<file path="src/rtl/pin_irq_pkg.sv">
package pin_irq_pkg;
  localparam int unsigned LINES = 8;
  localparam int unsigned DW    = 32;
  localparam int unsigned AW    = 6;

  typedef enum logic [AW-1:0] {
    OFS_MODE = 6'h00,
    OFS_REN  = 6'h04,
    OFS_RSET = 6'h08,
    OFS_RCLR = 6'h0C,
    OFS_FEN  = 6'h10,
    OFS_FSET = 6'h14,
    OFS_FCLR = 6'h18,
    OFS_RCAP = 6'h1C,
    OFS_FCAP = 6'h20,
    OFS_STAT = 6'h24
  } reg_ofs_e;
endpackage

</file>
<file path="src/rtl/pin_irq_sync.sv">
module pin_irq_sync #(
  parameter int unsigned N      = 8,
  parameter int unsigned STAGES = 2
) (
  input  logic         clk,
  input  logic         rst_n,
  input  logic [N-1:0] pin_i,
  output logic [N-1:0] lvl_o,
  output logic [N-1:0] rise_o,
  output logic [N-1:0] fall_o
);
  logic [STAGES-1:0][N-1:0] stg_q;
  logic [N-1:0]             prev_q;

  always_ff @(posedge clk or negedge rst_n) begin
    if (!rst_n) begin
      stg_q  <= '0;
      prev_q <= '0;
    end else begin
      stg_q[0] <= pin_i;
      for (int k = 1; k < STAGES; k++) stg_q[k] <= stg_q[k-1];
      prev_q <= stg_q[STAGES-1];
    end
  end

  assign lvl_o  = stg_q[STAGES-1];
  assign rise_o = lvl_o & ~prev_q;
  assign fall_o = ~lvl_o & prev_q;
endmodule

</file>
<file path="src/rtl/pin_irq_regs.sv">
module pin_irq_regs
  import pin_irq_pkg::*;
#(
  parameter int unsigned N = 8
) (
  input  logic          clk,
  input  logic          rst_n,
  input  logic          wr_en,
  input  logic [AW-1:0] wr_addr,
  input  logic [N-1:0]  wr_data,
  input  logic [N-1:0]  rise_i,
  input  logic [N-1:0]  fall_i,
  output logic [N-1:0]  mode_q,
  output logic [N-1:0]  ren_q,
  output logic [N-1:0]  fen_q,
  output logic [N-1:0]  rcap_q,
  output logic [N-1:0]  fcap_q
);
  logic [N-1:0] mode_d, ren_d, fen_d, rclr, fclr;

  always_comb begin
    mode_d = mode_q;
    ren_d  = ren_q;
    fen_d  = fen_q;
    rclr   = '0;
    fclr   = '0;
    if (wr_en) begin
      case (wr_addr)
        OFS_MODE: mode_d = wr_data;
        OFS_REN:  ren_d  = wr_data;
        OFS_RSET: ren_d  = ren_q | wr_data;
        OFS_RCLR: ren_d  = ren_q & ~wr_data;
        OFS_FEN:  fen_d  = wr_data;
        OFS_FSET: fen_d  = fen_q | wr_data;
        OFS_FCLR: fen_d  = fen_q & ~wr_data;
        OFS_RCAP: rclr   = wr_data;
        OFS_FCAP: fclr   = wr_data;
        OFS_STAT: begin
          rclr = wr_data;
          fclr = wr_data;
        end
        default: ;
      endcase
    end
  end

  always_ff @(posedge clk or negedge rst_n) begin
    if (!rst_n) begin
      mode_q <= '0;
      ren_q  <= '0;
      fen_q  <= '0;
      rcap_q <= '0;
      fcap_q <= '0;
    end else begin
      mode_q <= mode_d;
      ren_q  <= ren_d;
      fen_q  <= fen_d;
      rcap_q <= (rcap_q & ~rclr) | rise_i;
      fcap_q <= (fcap_q & ~fclr) | fall_i;
    end
  end
endmodule

</file>
<file path="src/rtl/pin_irq_eval.sv">
module pin_irq_eval #(
  parameter int unsigned N = 8
) (
  input  logic [N-1:0] mode_i,
  input  logic [N-1:0] ren_i,
  input  logic [N-1:0] fen_i,
  input  logic [N-1:0] rcap_i,
  input  logic [N-1:0] fcap_i,
  input  logic [N-1:0] lvl_i,
  output logic [N-1:0] stat_o
);
  for (genvar i = 0; i < N; i++) begin : g_line
    logic edge_req, lvl_req;
    assign edge_req  = (rcap_i[i] & ren_i[i]) | (fcap_i[i] & fen_i[i]);
    assign lvl_req   = ren_i[i] & (fen_i[i] ? lvl_i[i] : ~lvl_i[i]);
    assign stat_o[i] = mode_i[i] ? lvl_req : edge_req;
  end
endmodule

</file>
<file path="src/rtl/pin_irq_front.sv">
module pin_irq_front
  import pin_irq_pkg::*;
#(
  parameter int unsigned N           = LINES,
  parameter int unsigned SYNC_STAGES = 2
) (
  input  logic          clk,
  input  logic          rst_n,
  input  logic          psel,
  input  logic          penable,
  input  logic          pwrite,
  input  logic [AW-1:0] paddr,
  input  logic [DW-1:0] pwdata,
  output logic [DW-1:0] prdata,
  input  logic [N-1:0]  pin_i,
  output logic [N-1:0]  irq_o
);
  logic [N-1:0] lvl, rise, fall;
  logic [N-1:0] mode_q, ren_q, fen_q, rcap_q, fcap_q, stat;
  logic         wr_en;
  logic         unused_hi;

  assign wr_en     = psel & penable & pwrite;
  assign unused_hi = ^pwdata[DW-1:N];

  pin_irq_sync #(.N(N), .STAGES(SYNC_STAGES)) u_sync (
    .clk(clk), .rst_n(rst_n), .pin_i(pin_i),
    .lvl_o(lvl), .rise_o(rise), .fall_o(fall)
  );

  pin_irq_regs #(.N(N)) u_regs (
    .clk(clk), .rst_n(rst_n), .wr_en(wr_en), .wr_addr(paddr),
    .wr_data(pwdata[N-1:0]), .rise_i(rise), .fall_i(fall),
    .mode_q(mode_q), .ren_q(ren_q), .fen_q(fen_q),
    .rcap_q(rcap_q), .fcap_q(fcap_q)
  );

  pin_irq_eval #(.N(N)) u_eval (
    .mode_i(mode_q), .ren_i(ren_q), .fen_i(fen_q),
    .rcap_i(rcap_q), .fcap_i(fcap_q), .lvl_i(lvl), .stat_o(stat)
  );

  assign irq_o = stat;

  always_comb begin
    prdata = '0;
    if (psel && !pwrite) begin
      case (paddr)
        OFS_MODE: prdata[N-1:0] = mode_q;
        OFS_REN:  prdata[N-1:0] = ren_q;
        OFS_FEN:  prdata[N-1:0] = fen_q;
        OFS_RCAP: prdata[N-1:0] = rcap_q;
        OFS_FCAP: prdata[N-1:0] = fcap_q;
        OFS_STAT: prdata[N-1:0] = stat;
        default:  prdata = '0;
      endcase
    end
  end
endmodule

</file>
<file path="config.mk">
export PLATFORM = sky130hd
export DESIGN_NAME = pin_irq_front
export DESIGN_NICKNAME = d
export VERILOG_FILES = /design/src/rtl/pin_irq_pkg.sv /design/src/rtl/pin_irq_sync.sv /design/src/rtl/pin_irq_regs.sv /design/src/rtl/pin_irq_eval.sv /design/src/rtl/pin_irq_front.sv
export SDC_FILE = /design/constraint.sdc
export NUM_CORES = 1
export LEC_CHECK = 0
export BUFFER_PORTS_ARGS = -buffer_cell sky130_fd_sc_hd__buf_2
export CORE_MARGIN = 2
export CORE_UTILIZATION = 48
export CTS_CLUSTER_DIAMETER = 100
export CTS_CLUSTER_SIZE = 12
export DETAILED_ROUTE_END_ITERATION = 7
export PLACE_DENSITY = 0.75
export SLEW_MARGIN = 25
export SYNTH_ARGS = -nofsm -noshare
export SYNTH_HDL_FRONTEND = slang
export SYNTH_SLANG_ARGS = --single-unit
</file>
<file path="constraint.sdc">
create_clock -name clk -period 2.07 [get_ports clk]
set_input_delay 0.414 -clock clk [delete_from_list [all_inputs] [get_ports clk]]
set_output_delay 0.414 -clock clk [all_outputs]
set_load 0.05 [all_outputs]
</file>
==> flow_summary_export.csv <==
group,metric,value,unit
run_status,outcome,"finished, violations left",
run_status,violations,"negative setup slack",
synthesis,synth_flop_cell,"dfrtp_1",
sta,hold_viol,0,
die,die_h,87.8,microns
clock_network,path_clk_slew,0.07,ns
detailed_routing,drt_first_pass_iters,5,
sta,skew,0.00457,ns
worst_setup_path,critical_path.top_delay_family,"simple AND/OR/NAND/NOR gates",
final_layout,fin_nets,464,
power_and_ir_drop,internal_power,1.91,mW
worst_setup_path,cp_cell_sequence,"buf_6 > or4b_4 > or2_4 > buf_6 > a21oi_2 > o31a_4 > buf_8",
worst_setup_path,slowest_stage,"or4b_4",
final_layout,drive_gt1_share,30.5,%
power_and_ir_drop,p_switching,0.871,mW
global_route,gr-total-overflow,0,
detailed_routing,wl_per_cell,16.5,microns
clock_network,htreeDepth,3,
global_route,grt_pass1_wl,13600,microns
detailed_routing,vias,2827,
worst_setup_path,critPathLaunchType,"input pin",
detailed_routing,first_iter_violations,232,
worst_setup_path,crit_path_frequent_cell,"buf_6",
die,core_area,6790,sq um
clock_network,clock-root-buffer,"clkbuf_8",
worst_setup_path,required,1.66,ns
power_and_ir_drop,seq_power_share,49.3,%
detailed_routing,wl,8430,microns
synthesis,syn_area,3370,sq um
final_layout,diodes,0,
power_and_ir_drop,clockPowerShare,32.1,%
power_and_ir_drop,p_per_area,655,nW/um^2
sta,grt_setup_unrepaired,"true",
detailed_routing,route.detailed.drc,0,
power_and_ir_drop,p_total,2.78,mW
synthesis,syn_avg_cell_area,10.1,sq um
synthesis,ys_types,39,
worst_setup_path,cp.arrival,1.90,ns
die,fp-row-count,30,
global_route,grt_max_degree,65,
sta,maxSlewViolCount,0,
clock_network,cts_buffer_depth,2,
die,start_util,49.6,%
sta,setup_viol,8,
synthesis,synth_cells,332,
power_and_ir_drop,p_sw_share,31.3,%
final_layout,n_fill_cell,567,
worst_setup_path,max_stage_delay,0.57,ns
place,dp_hpwl,6050,microns
worst_hold_path,hp-class,"in2async",
sta,fin_setup_tns,-1.83,ns
clock_network,cts_tree,"done",
sta,setup_slack,-0.239,ns
synthesis,synth_enable_flop_cells,0,
final_layout,finalInstanceArea,4250,sq um
clock_network,cts_made_buffers,9,
final_layout,regArea,1600,sq um
sta,max_freq,433,MHz
sta,fin_crit,2.31,ns
global_route,grt_pass1_vias,2698,
place,placedInstanceArea,3930,sq um
die,die-width,87.8,microns
final_layout,syn2layout_area_growth,26.1,%
worst_setup_path,crit_path_end_kind,"output pin",
final_layout,multi_input_area,1680,sq um
power_and_ir_drop,pwr-share-comb,18.6,%
clock_network,cts.sinks,64,
place,gp_congestion,0.878,
sta,period_share,112,%
synthesis,synth-seq-area-share,47.5,%
power_and_ir_drop,p_leak,1.95,nW
place,port-buffer-count,42,
die,dieArea,7710,sq um
synthesis,synthArstFlopShare,100,%
worst_setup_path,critical_path_class,"in2out",
global_route,grt_antenna_before_repair,0,
worst_setup_path,cp_max_fo,4,
synthesis,ys_ff_latch,64,
detailed_routing,ant_nets,0,
worst_setup_path,critPathBufInv,3,
synthesis,yosys_warnings,0,
die,ioPinCount,91,
power_and_ir_drop,peakVddDrop,564,uV
detailed_routing,via_per_inst,5.52,
flow_run,maxCapViolCount,0,
clock_network,insertion_delay,0.34,ns
final_layout,fin_util,62.5,%
global_route,track_usage,23.4,%
-- cells in the final DEF, fill, tap and decap left out, types with 2 or more instances in the layout --
cell       count
a22o_1        14
nor2_1        16
buf_6          6
buf_4         35
nor2_2         2
nor3b_1        8
dfrtp_1       64
o21ai_1       17
buf_2         32
o31a_2         2
a22oi_1        8
nand2_1       33
xnor2_1        3
a21oi_4        2
mux2_1         8
conb_1        24
clkbuf_1       3
mux2i_1        8
o21ai_0       13
nor3_4         3
a21oi_1        4
o2bb2ai_2      3
nand2b_1       3
buf_12         2
buf_8          8
nor3_2         2
nand3_1        9
inv_1         11
clkbuf_8      10
o31a_4         6
and3_1         9
a21oi_2        6
o2bb2ai_1     13
nor2b_1       16
-- synthesized netlist by cell type (2+ instances only) --
| cell type | instances | area, sq um |
|---|---|---|
| nand2_1 | 33 | 124 |
| mux2i_1 | 8 | 80.1 |
| nor2b_1 | 16 | 100 |
| a22o_1 | 14 | 123 |
| nand2b_1 | 3 | 18.8 |
| nor2_1 | 18 | 67.6 |
| o21ai_0 | 17 | 85.1 |
| mux2_1 | 8 | 90.1 |
| nor3_2 | 3 | 30.0 |
| xnor2_1 | 3 | 26.3 |
| a21oi_1 | 4 | 20.0 |
| clkbuf_1 | 4 | 15.0 |
| a21oi_2 | 8 | 70.1 |
| nor3_4 | 2 | 32.5 |
| inv_1 | 11 | 41.3 |
| o2bb2ai_1 | 16 | 140 |
| nand3_1 | 9 | 45.0 |
| buf_2 | 3 | 15.0 |
| a22oi_1 | 8 | 60.1 |
| o21ai_1 | 14 | 70.1 |
| nor3b_1 | 8 | 60.1 |
| buf_4 | 27 | 203 |
| o31a_1 | 8 | 70.1 |
| and3_1 | 9 | 56.3 |
| dfrtp_1 | 64 | 1600 |
-- timing repair --
| action | in CTS | in global routing |
|---|---|---|
| endpoints found under the setup margin | 8 | 9 |
| gates resized for setup | 31 | 12 |
| gates cloned | 0 | 0 |
| hold buffers | 0 | 0 |
| endpoints found under the hold margin | 0 | 0 |
| buffers inserted | 1 | 0 |
| pin swaps | 6 | 3 |
-- layer usage --
layer	share of wire, %	global-route usage, %	up-vias
met2	48	37.5	130
met5	0	0	-
met1	43	32.0	1376
met3	7.3	5.28	17
li1	-	-	1304
met4	1.6	6.71	0
-- cell families after synthesis --
kind of cell	after synthesis	share of synthesized area, %
compound gates	91	19.8
xor+xnor	3	0.780
simple gates	110	18.2
mux	16	5.05
other cells	1	0.111
flops	64	47.5
buf+inv	47	8.58
-- stage by stage --
| step | hold WS [ns] | instances | setup slack (ns) |
|---|---|---|---|
| floorplan | 0.118 | 355 | -0.116 |
| global placement | 0.331 | 497 | -0.365 |
| detailed placement | 0.335 | 497 | -0.381 |
| CTS | 0.0973 | 512 | -0.254 |
| global route | 0.103 | 512 | -0.276 |
| finish | 0.0806 | 512 | -0.239 |
-- state kept, by name, indices dropped and copies added, names as in the netlist --
| register | flops |
|---|---|
| u_regs.ren_q | 8 |
| u_regs.rcap_q | 8 |
| u_sync.prev_q | 8 |
| u_regs.mode_q | 8 |
| u_regs.fen_q | 8 |
| u_sync.lvl_o | 8 |
| u_regs.fcap_q | 8 |
| u_sync.stg_q | 8 |
-- worst paths after layout --
check	slack [ns]	start	end	cells after the start
setup / recovery	-0.24	paddr[4]	prdata[3]	7
hold / removal	0.08	rst_n	u_sync.prev_q[0]	2
min in group clk	0.18	pin_i[5]	u_sync.stg_q[5]	1
max in group asynchronous	1.71	rst_n	u_sync.stg_q[6]	2
setup reg to reg	1.21	u_regs.mode_q[6]	u_regs.mode_q[6]	1
hold reg to reg	0.35	u_sync.stg_q[0]	u_sync.lvl_o[0]	0
-- power groups by stage --
stage / Clock [mW] / Combinational, mW / Sequential, mW
3_3_place_gp: 0 / 0.491 / 1.39
4_1_cts: 0.902 / 0.512 / 1.37
5_1_grt: 0.949 / 0.559 / 1.38
3_5_place_dp: 0 / 0.504 / 1.39
2_1_floorplan: 0 / 0.383 / 1.37
6_report: 0.893 / 0.519 / 1.37
-- final cells by class --
type	instances	share of cell area, %
well taps	96	2.83
clock inverters	1	0.118
inverters	11	0.972
repair buffers	83	15.3
flip-flops and latches	64	37.7
clock buffers	13	3.51
multi-input cells	244	39.6
No activity file was read; power rests on OpenSTA's default activity.
